==> src/rtl/i2c_cw_pkg.sv <==
package i2c_cw_pkg;
   localparam int CW_RD    = 8;
   localparam int CW_STOP  = 9;
   localparam int CW_RSTRT = 10;
   localparam int CW_W     = 11;
   localparam int BYTE_W   = 8;

   typedef enum logic [1:0] {
      PH_START,
      PH_RESTART,
      PH_STOP,
      PH_BIT
   } phy_op_e;

   typedef enum logic [2:0] {
      SQ_IDLE,
      SQ_START,
      SQ_ADDR,
      SQ_DATA,
      SQ_RESTART,
      SQ_WAIT,
      SQ_STOP,
      SQ_FLUSH
   } seq_st_e;
endpackage

==> src/rtl/i2c_cw_bitphy.sv <==
module i2c_cw_bitphy
   import i2c_cw_pkg::*;
(
   input  logic    clk,
   input  logic    rst_n,
   input  logic    tick,
   input  logic    go,
   input  phy_op_e op,
   input  logic    bit_val,
   input  logic    sda_in,
   output logic    busy,
   output logic    done,
   output logic    rx_bit,
   output logic    scl_low,
   output logic    sda_low
);
   localparam int PH_W = 2;
   localparam logic [PH_W-1:0] PH_LAST = '1;

   phy_op_e         op_q;
   logic            bit_q;
   logic [PH_W-1:0] phase;

   // returns {scl_low, sda_low} for a quarter of a primitive
   function automatic logic [1:0] drive_f(phy_op_e o, logic [PH_W-1:0] p, logic b);
      logic [1:0] r;
      case (o)
         PH_START:   r = p[1] ? 2'b11 : 2'b01;
         PH_RESTART: begin
            case (p)
               2'd0:    r = 2'b10;
               2'd1:    r = 2'b00;
               2'd2:    r = 2'b01;
               default: r = 2'b11;
            endcase
         end
         PH_STOP: begin
            case (p)
               2'd0:    r = 2'b11;
               2'd1:    r = 2'b01;
               default: r = 2'b00;
            endcase
         end
         default:    r = {(p == 2'd0) || (p == 2'd3), ~b};
      endcase
      return r;
   endfunction

   always_ff @(posedge clk or negedge rst_n) begin
      if (!rst_n) begin
         op_q    <= PH_BIT;
         bit_q   <= 1'b1;
         phase   <= '0;
         busy    <= 1'b0;
         done    <= 1'b0;
         rx_bit  <= 1'b1;
         scl_low <= 1'b0;
         sda_low <= 1'b0;
      end else begin
         done <= 1'b0;
         if (go && !busy) begin
            op_q               <= op;
            bit_q              <= bit_val;
            phase              <= '0;
            busy               <= 1'b1;
            {scl_low, sda_low} <= drive_f(op, '0, bit_val);
         end else if (busy && tick) begin
            if (phase == 2'd2) rx_bit <= sda_in;
            if (phase == PH_LAST) begin
               busy <= 1'b0;
               done <= 1'b1;
            end else begin
               phase              <= phase + 2'd1;
               {scl_low, sda_low} <= drive_f(op_q, phase + 2'd1, bit_q);
            end
         end
      end
   end


   sda_hold_chk: assert property (@(posedge clk) disable iff (!rst_n)
      (busy && op_q == PH_BIT && !scl_low && !$past(scl_low)) |-> $stable(sda_low));


   stop_cond_chk: assert property (@(posedge clk) disable iff (!rst_n)
      (!scl_low && !$past(scl_low) && $past(sda_low) && !sda_low) |-> (op_q == PH_STOP));
endmodule

==> src/rtl/i2c_cw_addrgen.sv <==
module i2c_cw_addrgen #(
   parameter int ADDR_W    = 10,
   parameter bit ADDR10_EN = 1'b1
) (
   input  logic [ADDR_W-1:0] tgt_addr,
   input  logic              mode10,
   input  logic              rw,
   output logic [7:0]        hdr0,
   output logic [7:0]        hdr1,
   output logic              two_byte
);
   if (ADDR_W < 7) begin : g_bad_w
      $error("i2c_cw_addrgen: ADDR_W must be at least 7");
   end
   if (ADDR10_EN && ADDR_W < 10) begin : g_bad_10
      $error("i2c_cw_addrgen: 10-bit mode needs ADDR_W of at least 10");
   end

   if (ADDR10_EN) begin : g_ten
      localparam logic [4:0] TEN_PFX = 5'b11110;
      assign two_byte = mode10;
      assign hdr0     = mode10 ? {TEN_PFX, tgt_addr[9:8], rw} : {tgt_addr[6:0], rw};
      assign hdr1     = tgt_addr[7:0];
   end else begin : g_seven
      logic unused_mode;
      assign unused_mode = mode10;
      assign two_byte    = 1'b0;
      assign hdr0        = {tgt_addr[6:0], rw};
      assign hdr1        = 8'h00;
   end
endmodule

==> src/rtl/i2c_cw_seq.sv <==
module i2c_cw_seq
   import i2c_cw_pkg::*;
(
   input  logic            clk,
   input  logic            rst_n,
   input  logic [CW_W-1:0] cmd_word,
   input  logic            cmd_empty,
   output logic            cmd_pop,
   input  logic [7:0]      hdr0,
   input  logic [7:0]      hdr1,
   input  logic            two_byte,
   output logic            cur_rw,
   output logic            phy_go,
   output phy_op_e         phy_op,
   output logic            phy_bit,
   input  logic            phy_busy,
   input  logic            phy_done,
   input  logic            phy_rx,
   input  logic            scl_low_i,
   input  logic            sda_low_i,
   output logic            rx_push,
   output logic [7:0]      rx_byte,
   output logic            xfer_done,
   output logic            xfer_err
);
   localparam int BN_W = $clog2(BYTE_W + 1);
   localparam logic [BN_W-1:0] ACK_SLOT = BN_W'(BYTE_W);

   seq_st_e         st;
   logic [CW_W-1:0] cur;
   logic [7:0]      sh, rxs;
   logic [BN_W-1:0] bitn;
   logic            second, waiting, abort_q;
   logic            rx_byte_c, bit_c, active_c;
   phy_op_e         op_c;

   assign cur_rw    = cur[CW_RD];
   assign rx_byte_c = (st == SQ_DATA) && cur[CW_RD];

   always_comb begin
      if (bitn == ACK_SLOT) bit_c = rx_byte_c ? cur[CW_STOP] : 1'b1;
      else                  bit_c = rx_byte_c ? 1'b1 : sh[7];
      case (st)
         SQ_START:   op_c = PH_START;
         SQ_RESTART: op_c = PH_RESTART;
         SQ_STOP:    op_c = PH_STOP;
         default:    op_c = PH_BIT;
      endcase
      active_c = (st == SQ_START) || (st == SQ_RESTART) || (st == SQ_STOP) ||
                 (st == SQ_ADDR)  || (st == SQ_DATA);
   end

   always_ff @(posedge clk or negedge rst_n) begin
      if (!rst_n) begin
         st        <= SQ_IDLE;
         cur       <= '0;
         sh        <= '0;
         rxs       <= '0;
         bitn      <= '0;
         second    <= 1'b0;
         waiting   <= 1'b0;
         abort_q   <= 1'b0;
         cmd_pop   <= 1'b0;
         phy_go    <= 1'b0;
         phy_op    <= PH_BIT;
         phy_bit   <= 1'b1;
         rx_push   <= 1'b0;
         rx_byte   <= '0;
         xfer_done <= 1'b0;
         xfer_err  <= 1'b0;
      end else begin
         cmd_pop   <= 1'b0;
         phy_go    <= 1'b0;
         rx_push   <= 1'b0;
         xfer_done <= 1'b0;
         xfer_err  <= 1'b0;
         if (active_c && !waiting && !phy_busy) begin
            phy_go  <= 1'b1;
            phy_op  <= op_c;
            phy_bit <= bit_c;
            waiting <= 1'b1;
         end
         case (st)
            SQ_IDLE: begin
               if (!cmd_empty) begin
                  cur     <= cmd_word;
                  cmd_pop <= 1'b1;
                  abort_q <= 1'b0;
                  st      <= SQ_START;
               end
            end
            SQ_START, SQ_RESTART: begin
               if (waiting && phy_done) begin
                  waiting <= 1'b0;
                  sh      <= hdr0;
                  bitn    <= '0;
                  second  <= 1'b0;
                  st      <= SQ_ADDR;
               end
            end
            SQ_STOP: begin
               if (waiting && phy_done) begin
                  waiting <= 1'b0;
                  if (abort_q && !cur[CW_STOP]) begin
                     st <= SQ_FLUSH;
                  end else begin
                     xfer_done <= 1'b1;
                     st        <= SQ_IDLE;
                  end
               end
            end
            SQ_ADDR, SQ_DATA: begin
               if (waiting && phy_done) begin
                  waiting <= 1'b0;
                  if (bitn != ACK_SLOT) begin
                     sh   <= {sh[6:0], 1'b0};
                     rxs  <= {rxs[6:0], phy_rx};
                     bitn <= bitn + 1'b1;
                  end else begin
                     bitn <= '0;
                     if (st == SQ_ADDR) begin
                        if (phy_rx) begin
                           xfer_err <= 1'b1;
                           abort_q  <= 1'b1;
                           st       <= SQ_STOP;
                        end else if (two_byte && !second) begin
                           second <= 1'b1;
                           sh     <= hdr1;
                        end else begin
                           sh <= cur[7:0];
                           st <= SQ_DATA;
                        end
                     end else if (!cur[CW_RD] && phy_rx) begin
                        xfer_err <= 1'b1;
                        abort_q  <= 1'b1;
                        st       <= SQ_STOP;
                     end else begin
                        if (cur[CW_RD]) begin
                           rx_push <= 1'b1;
                           rx_byte <= rxs;
                        end
                        st <= cur[CW_STOP] ? SQ_STOP : SQ_WAIT;
                     end
                  end
               end
            end
            SQ_WAIT: begin
               if (!cmd_empty) begin
                  cur     <= cmd_word;
                  cmd_pop <= 1'b1;
                  if (cmd_word[CW_RSTRT]) begin
                     st <= SQ_RESTART;
                  end else begin
                     sh   <= cmd_word[7:0];
                     bitn <= '0;
                     st   <= SQ_DATA;
                  end
               end
            end
            default: begin
               if (!cmd_empty) begin
                  cmd_pop <= 1'b1;
                  if (cmd_word[CW_STOP]) begin
                     xfer_done <= 1'b1;
                     st        <= SQ_IDLE;
                  end
               end
            end
         endcase
      end
   end


   done_idle_chk: assert property (@(posedge clk) disable iff (!rst_n)
      xfer_done |-> (!scl_low_i && !sda_low_i));


   err_order_chk: assert property (@(posedge clk) disable iff (!rst_n)
      xfer_err |=> !xfer_done);


   pop_guard_chk: assert property (@(posedge clk) disable iff (!rst_n)
      cmd_pop |-> !$past(cmd_empty));
endmodule

==> src/rtl/i2c_cw_master.sv <==
module i2c_cw_master
   import i2c_cw_pkg::*;
#(
   parameter int ADDR_W    = 10,
   parameter bit ADDR10_EN = 1'b1
) (
   input  logic              clk,
   input  logic              rst_n,
   input  logic              tick,
   input  logic [ADDR_W-1:0] tgt_addr,
   input  logic              addr_10b,
   input  logic [CW_W-1:0]   cmd_word,
   input  logic              cmd_empty,
   output logic              cmd_pop,
   output logic              rx_push,
   output logic [7:0]        rx_byte,
   input  logic              sda_in,
   output logic              scl_low,
   output logic              sda_low,
   output logic              xfer_done,
   output logic              xfer_err
);
   logic       phy_go, phy_bit, phy_busy, phy_done, phy_rx, cur_rw, two_byte;
   phy_op_e    phy_op;
   logic [7:0] hdr0, hdr1;

   i2c_cw_addrgen #(.ADDR_W(ADDR_W), .ADDR10_EN(ADDR10_EN)) u_addr (
      .tgt_addr (tgt_addr),
      .mode10   (addr_10b),
      .rw       (cur_rw),
      .hdr0     (hdr0),
      .hdr1     (hdr1),
      .two_byte (two_byte)
   );

   i2c_cw_seq u_seq (
      .clk       (clk),
      .rst_n     (rst_n),
      .cmd_word  (cmd_word),
      .cmd_empty (cmd_empty),
      .cmd_pop   (cmd_pop),
      .hdr0      (hdr0),
      .hdr1      (hdr1),
      .two_byte  (two_byte),
      .cur_rw    (cur_rw),
      .phy_go    (phy_go),
      .phy_op    (phy_op),
      .phy_bit   (phy_bit),
      .phy_busy  (phy_busy),
      .phy_done  (phy_done),
      .phy_rx    (phy_rx),
      .scl_low_i (scl_low),
      .sda_low_i (sda_low),
      .rx_push   (rx_push),
      .rx_byte   (rx_byte),
      .xfer_done (xfer_done),
      .xfer_err  (xfer_err)
   );

   i2c_cw_bitphy u_phy (
      .clk     (clk),
      .rst_n   (rst_n),
      .tick    (tick),
      .go      (phy_go),
      .op      (phy_op),
      .bit_val (phy_bit),
      .sda_in  (sda_in),
      .busy    (phy_busy),
      .done    (phy_done),
      .rx_bit  (phy_rx),
      .scl_low (scl_low),
      .sda_low (sda_low)
   );
endmodule

==> config.mk <==
export PLATFORM = sky130hd
export DESIGN_NAME = i2c_cw_master
export DESIGN_NICKNAME = d
export VERILOG_FILES = /design/src/rtl/i2c_cw_pkg.sv /design/src/rtl/i2c_cw_bitphy.sv /design/src/rtl/i2c_cw_addrgen.sv /design/src/rtl/i2c_cw_seq.sv /design/src/rtl/i2c_cw_master.sv
export SDC_FILE = /design/constraint.sdc
export NUM_CORES = 1
export LEC_CHECK = 0
export BUFFER_PORTS_ARGS = -buffer_cell sky130_fd_sc_hd__buf_4
export CAP_MARGIN = 40
export CELL_PAD_IN_SITES_DETAIL_PLACEMENT = 0
export CELL_PAD_IN_SITES_GLOBAL_PLACEMENT = 1
export CORE_ASPECT_RATIO = 2
export CORE_UTILIZATION = 50
export DETAILED_ROUTE_END_ITERATION = 8
export PLACE_DENSITY = 0.84
export SLEW_MARGIN = 20
export SYNTH_ARGS = -nofsm -noshare
export SYNTH_HDL_FRONTEND = slang
export SYNTH_HIERARCHICAL = 1
export SYNTH_SLANG_ARGS = --single-unit
==> constraint.sdc <==
create_clock -name clk -period 3.4 [get_ports clk]
set_input_delay 0.51 -clock clk [delete_from_list [all_inputs] [get_ports clk]]
set_output_delay 0.51 -clock clk [all_outputs]
set_load 0.01 [all_outputs]
# Word-level counts from Yosys, hierarchy flattened
# Cells that the tools add are included.
# totals
inputBits,27
regBits,62
output_inout_bits,14
# classes
n_eq_ne,34
reduce_logical,45
n_mux,93
bitwise,7
add_sub_neg,2
# ops
cell,count
$mux W8,9
$mux W1,49
$mux W3,14
$pmux W2 S3,4
$pmux W8 S3,1
$mux W4,5
$pmux W3 S5,1
$reduce_and A7 Y1,2
$eq A2 B2 Y1 const B,6
$ne A2 B2 Y1 const B,6
$pmux W4 S3,1
$reduce_and A6 Y1,2
$mux W2,5
$ne A2 B1 Y1 const B,5
$eq A3 B3 Y1 const B,3
$logic_and A1 B1 Y1,9
$reduce_and A9 Y1,1
$reduce_bool A2 Y1,4
$not A1 Y1,7
$eq A2 B1 Y1 const B,3
$eq A3 B2 Y1 const B,2
$logic_not A2 Y1,3
$ne A3 B1 Y1 const B,2
$pmux W1 S2,3
21 further kinds,34

# Logic depth before layout (Yosys ltp)
# Gate-level depths: netlist (run 1).
# depth
ltp_word,10
ltp_mapped,7
mapped_depth_nobuf,6

# By module
# Netlist (run 1), hierarchy kept.
# by_module_without_submodules
module,seq_area_each_um2,cells_each,area_per_inst_um2,n_inst
i2c_cw_seq,1305.0,265,2872.8,1
i2c_cw_bitphy,255.2,54,549.3,1
i2c_cw_addrgen,0.0,17,131.4,1

# Least setup slack after synthesis (run 1)
# Ideal clock, no wire load.
# synth_timing
path_kind,register to register
from,register u_seq.bitn[0]
to,register u_seq.rxs[0]
stages_incl_launch_ff,8
n_path_buf,2
arrival_time_ps,1687
setup_ps,125
setup_slack_ps,1589
cell_sequence,dfrtp_1 -> inv_1 -> ha_1 -> and3b_1 -> buf_2 -> nor3_2 -> buf_2 -> mux2_2
# synth_between
elab_chain_len,2
# synth_lines
element,line_no,source
start: declaration,i2c_cw_seq.sv:32,logic [BN_W-1:0] bitn;
start signal: assignment,i2c_cw_seq.sv:118,bitn <= bitn + 1'b1;
$ne A4 B4 Y1,i2c_cw_seq.sv:115,if (bitn != ACK_SLOT) begin
$reduce_and A3 Y1 (no source line),--,
end signal: assignment,i2c_cw_seq.sv:117,"rxs <= {rxs[6:0], phy_rx};"
end: declaration,i2c_cw_seq.sv:31,"logic [7:0] sh, rxs;"
# No other way between the ends.
# A chain may end at the register's enable or synchronous reset.

# Worst setup path in the final report (run 1)
# layout_timing
from,register u_seq.st[0]
to,register u_seq.sh[4]
# layout_between
elab_chain_len,4
elab_cells_between_ends,16
cone_classes,eq/ne: 11; mux: 1; reduce/logical: 4
# layout_lines
element,line_no,source
start: declaration,i2c_cw_seq.sv:29,seq_st_e st;
start signal: assignment,i2c_cw_seq.sv:142,st <= cur[CW_STOP] ? SQ_STOP : SQ_WAIT;
"$eq A3 B2 Y1, or another cell as far along","i2c_cw_seq.sv:83, i2c_cw_seq.sv:121",
$reduce_or A2 Y1,i2c_cw_seq.sv:83,case (st)
"$ne A3 B3 Y1 (no source line), or another cell as far along",--,
$reduce_and A7 Y1 (no source line),--,
end signal: assignment,i2c_cw_seq.sv:95,sh <= hdr0;
end signal: assignment,i2c_cw_seq.sv:128,sh <= hdr1;
end signal: assignment,i2c_cw_seq.sv:130,sh <= cur[7:0];
end: declaration,i2c_cw_seq.sv:31,
# Several ways; a longest one is shown, not always the timed one.

==> results of run 1 <==
power by group through the flow:
stage                     combinational [µW]  sequential [µW]  clock (µW)
after global placement                  1010             1280           0
after CTS                               1030             1280         851
after floorplan                          914             1130           0
after global routing                    1150             1330         880
after detailed placement                1030             1290           0
final                                   1030             1280         826
cells in the final DEF (no fill, tap or decap), drive strengths merged, types with 3 or more instances in the layout:
cell type   n
dfrtp      55
and3       10
mux2i       4
inv         9
nor2       14
a22o        4
nor4        3
o21ai      24
dfstp       7
nand2b      9
nand3      11
clkbuf     12
xnor2       3
a211oi      8
buf        45
ha          4
a31oi       3
nor2b      11
or2         4
nand2      20
a21oi       5
nor3        5
and3b       9
or3         3
o211ai      7
mux2       40
path summary, 6_finish.rpt:
kind	slack (ns)	endpoint	cells after the start	start
worst max-delay path	1.12	u_seq/sh[4]$_DFFE_PN0P_	4	u_seq/st[0]$_DFFE_PN0P_
worst min-delay path	0.05	u_seq/bitn[3]$_DFFE_PN0P_	1	rst_n
worst max register to register	1.12	u_seq/sh[4]$_DFFE_PN0P_	4	u_seq/st[0]$_DFFE_PN0P_
worst min register to register	0.46	u_phy/bit_q$_DFFE_PN1P_	2	u_phy/bit_q$_DFFE_PN1P_
max in group asynchronous	2.79	u_phy/op_q[1]$_DFFE_PN1P_	2	rst_n
min in group clk	0.39	u_phy/rx_bit$_DFFE_PN1P_	2	sda_in
area by class of cell:
type                            count  area share, %
Clock buffer                       12           6.23
Tap cell                           90           2.73
Multi-Input combinational cell    236           43.3
Clock inverter                      3          0.486
Sequential cell                    62           37.9
Timing Repair Buffer               45           8.51
Inverter                            9          0.820
registers in the layout, indices dropped and copies added, names as in the netlist, 3 cells and up:
| register | cells |
|---|---|
| u_seq/rxs | 8 |
| u_seq/bitn | 4 |
| u_seq/rx_byte | 8 |
| u_seq/cur | 10 |
| u_seq/sh | 8 |
| u_seq/st | 3 |
worst reg2reg max path, delay by kind of cell, from the launching register on:
kind	cells	cell delay [ns]
and+or+nand+nor	1	0.29
AOI/OAI and AO/OA	2	0.63
DFF	1	0.86
muxes	1	0.38
stage by stage:
stage	worst slack [ns]	hold slack, ns
after global placement	1.18	0.445
after global routing	0.975	0.0544
after CTS	1.13	0.281
final	1.12	0.0453
after detailed placement	1.13	0.447
after floorplan	1.59	0.214
cell families after synthesis:
logic type                 after synthesis  synth area share (%)
AOI/OAI and AO/OA                       76                  15.7
muxes                                   44                  13.8
DFF                                     62                  43.9
adders and majority gates                4                  1.41
xor gates and xnor gates                 4                 0.986
and+or+nand+nor                        108                  18.3
buffers and inverters                   38                  5.88
layer usage:
layer / part of all wire, % / wire [µm] / track usage [%] / vias up
met4: 3.4 / 274 / 14.9 / 0
li1: - / - / - / 1275
met2: 56 / 4590 / 43.7 / 74
met1: 36 / 2950 / 25.9 / 1358
met3: 4.2 / 344 / 5.44 / 22
met5: 0 / 0 / 0 / -
==> results by group, run 1 <==
Outcome
  • Run status: finished clean

Logic synthesis
  • Ys async rst share: 100%
  • Yosys Warn Count: 6
  • Post-synth cell types: 67
  • Synth Cell Area: 3550 µm²
  • Synth cell count leaders: dfrtp_1 (55), mux2_2 (37), o21ai_0 (21)
  • Yosys reg bits: 62
  • Biggest area consumer among synthesized cells: dfrtp_1
  • Most frequent cell after synthesis: dfrtp_1
  • Sequential-to-total area share from yosys stat: 43.9%
  • Post-synth EDFFs: 0
  • Share of the synthesized area in the top cell type: 38.7%
  • Syn Area/Cell: 10.6 µm²
  • Post-synth top flop: dfrtp_1
  • Syn Nets: 367
  • Mapped Cells: 336
  • Synth area leaders: dfrtp_1 (39%), mux2_2 (12%), dfstp_2 (5.2%), buf_4 (3.0%), o21ai_0 (3.0%)

CTS
  • Post-CTS setup buffers: 0
  • PostCTS Resize Cnt: 0
  • H-tree depth: 3
  • CTS root buffer: clkbuf_16
  • Clock Sinks: 62
  • Clk slew on worst S/H paths: 0.05 ns
  • CTS Hold Bufs: 0
  • Max Root-Sink Buffers: 2
  • CTS tree: yes
  • TritonCTS Buffers: 9
  • Worst skew pair latency: 0.33 ns

Global routing
  • Global-route wire length before repair: 13,500 µm
  • Initial antenna violation count: 0
  • All-Layer GR Usage: 25.1%
  • Gr ovfl total: 0
  • Largest net degree at the start of global routing: 63
  • Number of global-route vias before repair: 2,784

Floorplanning
  • Die area: 7470 µm²
  • Die Ht: 121 µm
  • Core region area: 6890 µm²
  • Num rows: 43
  • Chip width: 61.6 µm
  • Top Ports: 41
  • Starting density of the core: 51.6%

Routing
  • Initial detailed-routing violation count: 157
  • Via count: 2,729
  • # DRC: 0
  • Final wirelength: 8160 µm
  • Drt pass-1 iters: 4
  • WL per Instance: 17.9 µm
  • Vias/cell: 5.97
  • Antenna Nets Post-Route: 0

Placed design
  • Final HPWL DP: 5760 µm
  • Final RePlAce weighted congestion: 0.865
  • DP Area: 3810 µm²
  • I/O Buffers: 40
  • Placed Cells: 440

STA
  • Final setup viols: 0
  • Fin crit share: 67.2%
  • Worst-Margin Slew: 0.805 ns
  • RSZ-0062 raised after global routing: no
  • Clock Skew: 0.00632 ns
  • Fin. max-slew vios: 0
  • Setup TNS Final: 0 ns
  • Final Hold Fails: 0
  • Max Fclk: 438 MHz
  • Slew headroom: 46.3%
  • Post-layout min period: 2.28 ns

Power and ir drop
  • Worst vdd ir: 0.488 mV
  • P_sw: 1130 µW
  • Switching part of the total: 35.8%
  • PwrDens: 763 nW/µm²
  • Static Leak: 0.00187 µW
  • Gate power share: 32.8%
  • Seq pwr share: 40.9%
  • Final Total Pwr: 3140 µW
  • Clock power frac: 26.3%
  • Pint: 2020 µW

Setup path
  • CP cell instances: and3b_1, o211a_1, o22ai_4, mux2_2
  • CP Capture Type: register
  • Slowest cell delay on critical path: 0.86 ns
  • Crit-path slowest cell: dfrtp_1
  • CP max FO: 28
  • Worst path required time: 3.61 ns
  • Delay-heaviest family, CP: flip-flops
  • WP data arrival: 2.49 ns
  • Worst path bufs/invs: 0
  • Setup CP Type: reg2reg
  • CP Launch Type: register

Final layout
  • Register area: 1560 µm²
  • Final instance area: 4120 µm²
  • Final Util: 59.8%
  • Ant diodes: 0
  • Area Overhead vs Synth: 15.9%
  • Multi-input gate area: 1780 µm²
  • Layout net count: 394
  • Non-filler cells, final: 457
  • Share of cells above drive strength 1: 33.0%
  • Fillers: 635

Min path
  • Hold crit path type: in2async

Flow run
  • Max capacitance violation total: 0
Power figures use the tool's default switching activity.
==> inputs of run 2 (changes only) <==
--- a/config.mk
+++ b/config.mk
@@ -10,9 +10,9 @@
 export CELL_PAD_IN_SITES_DETAIL_PLACEMENT = 0
 export CELL_PAD_IN_SITES_GLOBAL_PLACEMENT = 1
 export CORE_ASPECT_RATIO = 2
-export CORE_UTILIZATION = 50
+export CORE_UTILIZATION = 42
 export DETAILED_ROUTE_END_ITERATION = 8
-export PLACE_DENSITY = 0.84
+export PLACE_DENSITY = 0.76
 export SLEW_MARGIN = 20
 export SYNTH_ARGS = -nofsm -noshare
 export SYNTH_HDL_FRONTEND = slang
==> constraint.sdc (replaced) <==
create_clock -name clk -period 1.9 [get_ports clk]
set_input_delay 0.285 -clock clk [delete_from_list [all_inputs] [get_ports clk]]
set_output_delay 0.285 -clock clk [all_outputs]
set_load 0.01 [all_outputs]
==> run 2 against run 1 <==
Compared with the run above: hold slack improved by 0.12 ns; total power grew 100%; largest cell class unchanged; highest routed layer unchanged; non-clock buffer count rose by 29; combinational power grew 130%; sequential power is 67% higher.
==> results by group, run 2 (same netlist as run 1, synthesis figures left out) <==
Outcome
  • Run status: finished clean

Setup path
  • RR Endpoint: u_seq/sh[6]$_DFFE_PN0P_
  • Reg-to-reg slack, setup: 0.05 ns (-1.07 ns)
  • CP cell instances: buf_4, nor3b_1, o211a_1, o22ai_4, buf_12, mux2_2
  • Crit-path slowest cell: dfrtp_2
  • Worst path required time: 2.11 ns (-1.50 ns)
  • CP max FO: 13 (-54%)
  • R2R cell count: 6 (+2)
  • Setup CP Type: reg2reg
  • Slowest cell delay on critical path: 0.44 ns (-0.42 ns)
  • Worst path bufs/invs: 2 (+2)
  • Reg-to-Reg Start: u_seq/st[0]$_DFFE_PN0P_
  • CP Launch Type: register
  • CP Capture Type: register
  • WP data arrival: 2.06 ns (-0.43 ns)
  • Delay-heaviest family, CP: compound AO/OA/AOI/OAI gates

STA
  • Post-layout min period: 1.85 ns (-0.434 ns)
  • Hold Slack: 0.169 ns (+0.124 ns)
  • Final setup viols: 0 (unchanged)
  • RSZ-0062 raised after global routing: yes
  • Worst-Margin Slew: 0.449 ns (-0.355 ns)
  • Fin. max-slew vios: 0 (unchanged)
  • Clock Skew: 0.00239 ns (-0.00392 ns)
  • Fin crit share: 97.3% (+30 points)
  • Slew headroom: 69.9% (+24 points)
  • Final Hold Fails: 0 (unchanged)
  • Max Fclk: 541 MHz (+23%)

Placed design
  • I/O Buffers: 40 (unchanged)
  • Final HPWL DP: 6730 µm (+17%)
  • Final RePlAce weighted congestion: 0.920 (+6.3%)
  • Placed Cells: 476 (+8.2%)

Final layout
  • Share of cells above drive strength 1: 38.8% (+5.8 points)
  • Biggest register: u_seq/cur
  • Most common cell after layout, fill and taps aside: buf_4
  • Fillers: 738 (+16%)
  • Area Overhead vs Synth: 24.9%
  • Non-filler cells, final: 495 (+8.3%)
  • Commonest cells after routing, fill and taps aside: buf_4 (71), dfrtp_1 (54), mux2_2 (36), o21ai_0 (20), nand2_1 (18)
  • Max reg flops: 10 (unchanged)
  • Layout net count: 423 (+7.4%)
  • Ant diodes: 0 (unchanged)

Floorplanning
  • Die Ht: 132 µm (+9.0%)
  • Die area: 8850 µm² (+19%)
  • Starting density of the core: 43.2% (-8.4 points)
  • Core region area: 8230 µm² (+20%)
  • Top Ports: 41 (unchanged)
  • Num rows: 47 (+9.3%)
  • Chip width: 67.0 µm (+8.8%)

Global routing
  • Number of global-route vias before repair: 2,925 (+5.1%)
  • Global-route wire length before repair: 14,600 µm (+8.9%)
  • Gr ovfl total: 0 (unchanged)
  • Largest net degree at the start of global routing: 63 (unchanged)
  • Initial antenna violation count: 0 (unchanged)
  • All-Layer GR Usage: 22.6% (-2.5 points)

Flow run
  • Max capacitance violation total: 0 (unchanged)

CTS
  • Clock Sinks: 62 (unchanged)
  • Max Root-Sink Buffers: 2 (unchanged)
  • Clk slew on worst S/H paths: 0.05 ns (about the same)
  • TritonCTS Buffers: 9 (unchanged)
  • CTS root buffer: clkbuf_16
  • Worst skew pair latency: 0.33 ns (about the same)
  • H-tree depth: 3 (unchanged)
  • CTS tree: yes

Routing
  • Drt pass-1 iters: 4 (unchanged)
  • WL per Instance: 18.4 µm (+3.2%)
  • Final wirelength: 9130 µm (+12%)
  • Vias/cell: 5.70 (-4.5%)
  • Via count: 2,822 (+3.4%)
  • Antenna Nets Post-Route: 0 (unchanged)
  • Initial detailed-routing violation count: 139 (-11%)
  • # DRC: 0 (unchanged)

Min path
  • Hold crit path type: in2reg
  • Hold path cells: 2
  • Hold_sp: sda_in
  • Hold EP: u_phy/rx_bit$_DFFE_PN1P_

Power and ir drop
  • Worst vdd ir: 0.697 mV (+43%)
  • PwrDens: 1420 nW/µm² (+87%)
  • Static Leak: 0.00204 µW (+9.5%)
## run 2: routing by layer
metal	global-route usage [%]	wire, µm	vias up
met3	4.67	337	32
met2	39.4	4980	76
met4	14.1	433	0
met1	23.3	3380	1380
met5	0	0	-
li1	-	-	1334
## run 2: final cells by class
class                   instances  area [µm²]  area share (%)
multi-input cells             236        1800            40.6
flip-flops and latches         62        1560            35.2
repair buffers                 74         591            13.3
clock inverters                 5        82.6            1.86
well taps                      98         123            2.76
inverters                       9        33.8           0.761
clock buffers                  11         243            5.47
## run 2: timing repair
| item | 4_1_cts | 5_1_grt |
|---|---|---|
| setup buffers | 0 | 1 |
| endpoints found under the hold margin | 0 | 5 |
| endpoints found under the setup margin | 0 | 11 |
| hold buffers | 0 | 1 |
| gates resized for setup | 0 | 6 |
## run 2: report_power, final
| group | internal, µW | switching [µW] |
|---|---|---|
| sequential | 1770 | 368 |
| clock | 1180 | 589 |
| combinational | 1140 | 1260 |
| total | 4100 | 2220 |
## run 2: worst max path at each step
stage	startpoint	endpoint	slack, ns	cells past startpoint
2_1_floorplan	u_seq/bitn[0]$_DFFE_PN0P_	u_seq/rxs[0]$_DFFE_PN0P_	0.09	7
3_3_place_gp	u_seq/st[0]$_DFFE_PN0P_	u_seq/sh[6]$_DFFE_PN0P_	0.08	5
3_5_place_dp	u_seq/bitn[1]$_DFFE_PN0P_	u_seq/sh[6]$_DFFE_PN0P_	0.04	6
4_1_cts	u_seq/st[0]$_DFFE_PN0P_	u_seq/sh[7]$_DFFE_PN0P_	0.02	5
5_1_grt	u_seq/bitn[1]$_DFFE_PN0P_	u_seq/sh[4]$_DFFE_PN0P_	-0.04	7
6_report	u_seq/st[0]$_DFFE_PN0P_	u_seq/sh[6]$_DFFE_PN0P_	0.05	6
## run 2: per-stage QoR
step	TNS [ns]	worst slack, ns	area [µm²]	power, µW	util [%]
5_1_grt	-0.118	-0.0378	4440	6690	53.9
3_3_place_gp	0	0.0765	4030	4440	49.0
2_1_floorplan	0	0.0887	3550	3660	-
4_1_cts	0	0.0213	4360	6290	52.9
6_report	0	0.0506	4440	6310	53.9
3_5_place_dp	0	0.0386	4030	4490	49.0
==> inputs of run 3 (changes only) <==
--- a/config.mk
+++ b/config.mk
@@ -5,14 +5,15 @@
 export SDC_FILE = /design/constraint.sdc
 export NUM_CORES = 1
 export LEC_CHECK = 0
+export ABC_AREA = 1
 export BUFFER_PORTS_ARGS = -buffer_cell sky130_fd_sc_hd__buf_4
 export CAP_MARGIN = 40
 export CELL_PAD_IN_SITES_DETAIL_PLACEMENT = 0
 export CELL_PAD_IN_SITES_GLOBAL_PLACEMENT = 1
 export CORE_ASPECT_RATIO = 2
-export CORE_UTILIZATION = 42
+export CORE_UTILIZATION = 38
 export DETAILED_ROUTE_END_ITERATION = 8
-export PLACE_DENSITY = 0.76
+export PLACE_DENSITY = 0.74
 export SLEW_MARGIN = 20
 export SYNTH_ARGS = -nofsm -noshare
 export SYNTH_HDL_FRONTEND = slang
==> run 3 against run 2 <==
Compared with the run above: worst setup slack improved by 0.13 ns; non-clock buffer count is 24 lower; fmax up 7.4%; total power is 2.4% lower; hold slack worse by 0.0049 ns; die area up 4.1%; wire length down 5.4%; clock skew is 0.00081 ns higher.
==> results by group, run 3 <==
Setup path
  • Slowest cell delay on critical path: 0.56 ns (+0.12 ns)
  • WP data arrival: 1.95 ns (-0.11 ns)
  • Setup CP Type: reg2reg
  • Reg-to-Reg Start: u_seq/st[1]$_DFFE_PN0P_
  • Delay-heaviest family, CP: simple AND/OR/NAND/NOR gates
  • CP max FO: 9 (-4)
  • Most frequent CP cell: nand2_1
  • Worst path bufs/invs: 0 (-2)
  • Worst path required time: 2.13 ns (+0.02 ns)
  • CP cell instances: nand3_1, nand2_1, nor2_1, nor2_1, nand2_1, nand2_1, nand2_1
  • Crit-path slowest cell: dfrtp_1
  • CP Capture Type: register
  • CP Launch Type: register
  • Worst Setup SP: u_seq/st[1]$_DFFE_PN0P_

Final layout
  • Final Util: 47.4% (-6.5 points)
  • Layout net count: 515 (+22%)
  • Max reg flops: 10 (unchanged)
  • Fillers: 901 (+22%)
  • Share of cells above drive strength 1: 20.2% (-19 points)
  • Ant diodes: 0 (unchanged)
  • Biggest register: u_seq/cur
  • Area Overhead vs Synth: 21.5%
  • Most common cell after layout, fill and taps aside: nand2_1
  • Commonest cells after routing, fill and taps aside: nand2_1 (154), dfrtp_1 (55), buf_4 (48), inv_1 (43), nand3_1 (39)

Power and ir drop
  • Final Total Pwr: 6160 µW (-2.4%)
  • Worst vdd ir: 0.780 mV (+12%)
  • PwrDens: 1510 nW/µm² (+6.4%)
  • Static Leak: 0.00211 µW (+3.4%)

CTS
  • Clock Sinks: 62 (unchanged)
  • H-tree depth: 3 (unchanged)
  • TritonCTS Buffers: 9 (unchanged)
  • Post-CTS setup buffers: 0 (unchanged)
  • CTS tree: yes
  • Max Root-Sink Buffers: 2 (unchanged)
  • Clk slew on worst S/H paths: 0.05 ns (about the same)
  • Worst skew pair latency: 0.34 ns (about the same)
  • CTS root buffer: clkbuf_16

Floorplanning
  • Num rows: 48 (+2.1%)
  • Top Ports: 41 (unchanged)
  • Core region area: 8590 µm² (+4.3%)
  • Starting density of the core: 39.0% (-4.2 points)
  • Die Ht: 135 µm (+2.0%)
  • Chip width: 68.4 µm (+2.0%)
  • Die area: 9210 µm² (+4.1%)

Logic synthesis
  • Mapped Cells: 444 (+32%)
  • Synth Cell Area: 3350 µm² (-5.8%)
  • Synth cell count leaders: nand2_1 (154), dfrtp_1 (55), inv_1 (43)
  • Biggest area consumer among synthesized cells: dfrtp_1
  • Syn Nets: 475 (+29%)
  • Share of the synthesized area in the top cell type: 41.1% (+2.4 points)
  • Ys async rst share: 100% (unchanged)
  • Yosys reg bits: 62 (unchanged)
  • Yosys Warn Count: 6 (unchanged)
  • Most frequent cell after synthesis: nand2_1
  • Synth area leaders: dfrtp_1 (41%), nand2_1 (17%), nand3_1 (5.8%), dfstp_2 (5.5%), inv_1 (4.8%)
  • Post-synth top flop: dfrtp_1
  • Post-synth EDFFs: 0 (unchanged)
  • Syn Area/Cell: 7.54 µm² (-29%)
  • Post-synth cell types: 29 (-57%)
  • Sequential-to-total area share from yosys stat: 46.6% (+2.7 points)

Global routing
  • Global-route wire length before repair: 13,900 µm (-4.8%)
  • All-Layer GR Usage: 21.1% (-1.5 points)
  • Largest net degree at the start of global routing: 38 (-40%)
  • Number of global-route vias before repair: 2,947 (+0.75%)
  • Gr ovfl total: 0 (unchanged)
  • Initial antenna violation count: 0 (unchanged)

Routing
  • Antenna Nets Post-Route: 0 (unchanged)
  • Final wirelength: 8630 µm (-5.4%)
  • Via count: 2,947 (+4.4%)
  • Initial detailed-routing violation count: 169 (+22%)
  • Drt pass-1 iters: 4 (unchanged)
  • WL per Instance: 14.7 µm (-21%)
  • Vias/cell: 5.00 (-12%)
  • # DRC: 0 (unchanged)

STA
  • Clock Skew: 0.00320 ns (+0.000806 ns)
  • Worst-Margin Slew: 0.397 ns (-0.0522 ns)
  • Fin. max-slew vios: 0 (unchanged)
  • RSZ-0062 raised after global routing: no
  • Post-route worst setup slack: 0.178 ns (+0.127 ns)
  • Setup TNS Final: 0 ns (unchanged)
  • Post-layout min period: 1.72 ns (-0.127 ns)
  • Slew headroom: 73.4% (+3.5 points)
  • Final Hold Fails: 0 (unchanged)
  • Final setup viols: 0 (unchanged)
  • Fin crit share: 90.6% (-6.7 points)
  • Max Fclk: 581 MHz (+7.4%)

Placed design
  • Post-Place Worst Slack: 0.173 ns (+0.134 ns)
  • Final RePlAce weighted congestion: 0.905 (-1.5%)
  • I/O Buffers: 40 (unchanged)
  • Final HPWL DP: 6430 µm (-4.5%)

Min path
  • Hold_sp: cmd_empty
  • Hold crit path type: in2reg

Flow run
  • Max capacitance violation total: 0 (unchanged)

Outcome
  • Run status: finished clean
run 3: changes by cell type in the layout (fill, tap and decap cells not counted), moves of 8 or more:
cell	before	now
inv_1	9	43
and3_1	10	0
nand3_1	11	39
buf_4	71	48
o21ai_1	3	21
and3b_1	9	0
inv_2	0	10
nand4_1	1	10
nand2b_1	8	0
mux2_2	36	0
nor2b_1	10	0
nor2_1	14	22
nand2_1	18	154
run 3: final timing paths:
path | endpoint | slack, ns | cells after the start
min in group asynchronous | u_phy/busy$_DFFE_PN0P_ | 0.41 | 2
min | u_seq/cmd_pop$_DFF_PN0_ | 0.16 | 2
min reg2reg | u_seq/sh[7]$_DFFE_PN0P_ | 0.47 | 2
max in group asynchronous | u_seq/phy_bit$_DFFE_PN1P_ | 0.91 | 3
max reg2reg | u_seq/st[0]$_DFFE_PN0P_ | 0.18 | 7
max | u_seq/st[0]$_DFFE_PN0P_ | 0.18 | 7
run 3: cells by family after synthesis:
kind of cell	count (synthesis)	synth area share [%]
XOR/XNOR	2	0.523
flip-flops	62	46.6
AND/OR/NAND/NOR	250	33.0
multiplexers	1	0.448
buffers and inverters	74	10.1
adder cells (fa/ha/maj)	4	1.49
AO/OA/AOI/OAI	51	7.92
run 3: area by class of cell:
type	instances	area (µm²)	share of cell area, %
clock buffer	13	270	6.64
clock inverter	3	65.1	1.60
inverter	53	199	4.89
multi-input combinational	308	1460	35.9
sequential	62	1560	38.3
tap	100	125	3.08
timing repair buffer	50	390	9.59
run 3: power breakdown:
group | leakage (µW) | internal, µW | switching, µW | total [µW]
logic | 0.00116 | 794 | 1430 | 2220
registers | 0.000792 | 1780 | 329 | 2110
clock network | 0.000166 | 1250 | 581 | 1830
run 3: worst register-to-register path, stage by stage, from the launching register on:
cell and delay [ns]:
dfrtp_1 0.56, nand3_1 0.28, nand2_1 0.12, nor2_1 0.05
nor2_1 0.33, nand2_1 0.16, nand2_1 0.08, nand2_1 0.05
run 3: metrics by stage:
stage          hold WS, ns  instance area [µm²]  cells
4_1_cts              0.159                 4060    589
3_5_place_dp         0.232                 3720    572
6_report             0.164                 4070    589
2_1_floorplan      -0.0106                 3350    444
3_3_place_gp         0.229                 3720    572
5_1_grt              0.172                 4070    589
run 3: per-layer routing:
| layer | global-route usage, % | vias to the layer above | part of all wire, % |
|---|---|---|---|
| met2 | 36.7 | 65 | 54 |
| met3 | 4.31 | 27 | 3.2 |
| met1 | 22.4 | 1376 | 39 |
| met5 | 0 | - | 0 |
| met4 | 12.0 | 0 | 4.1 |
| li1 | - | 1479 | - |
run 3: what timing repair did:
action | CTS | global route
resized for setup | 0 | 1
setup endpoints to repair | 0 | 8
hold buffers | 1 | 0
hold endpoints to repair | 20 | 0
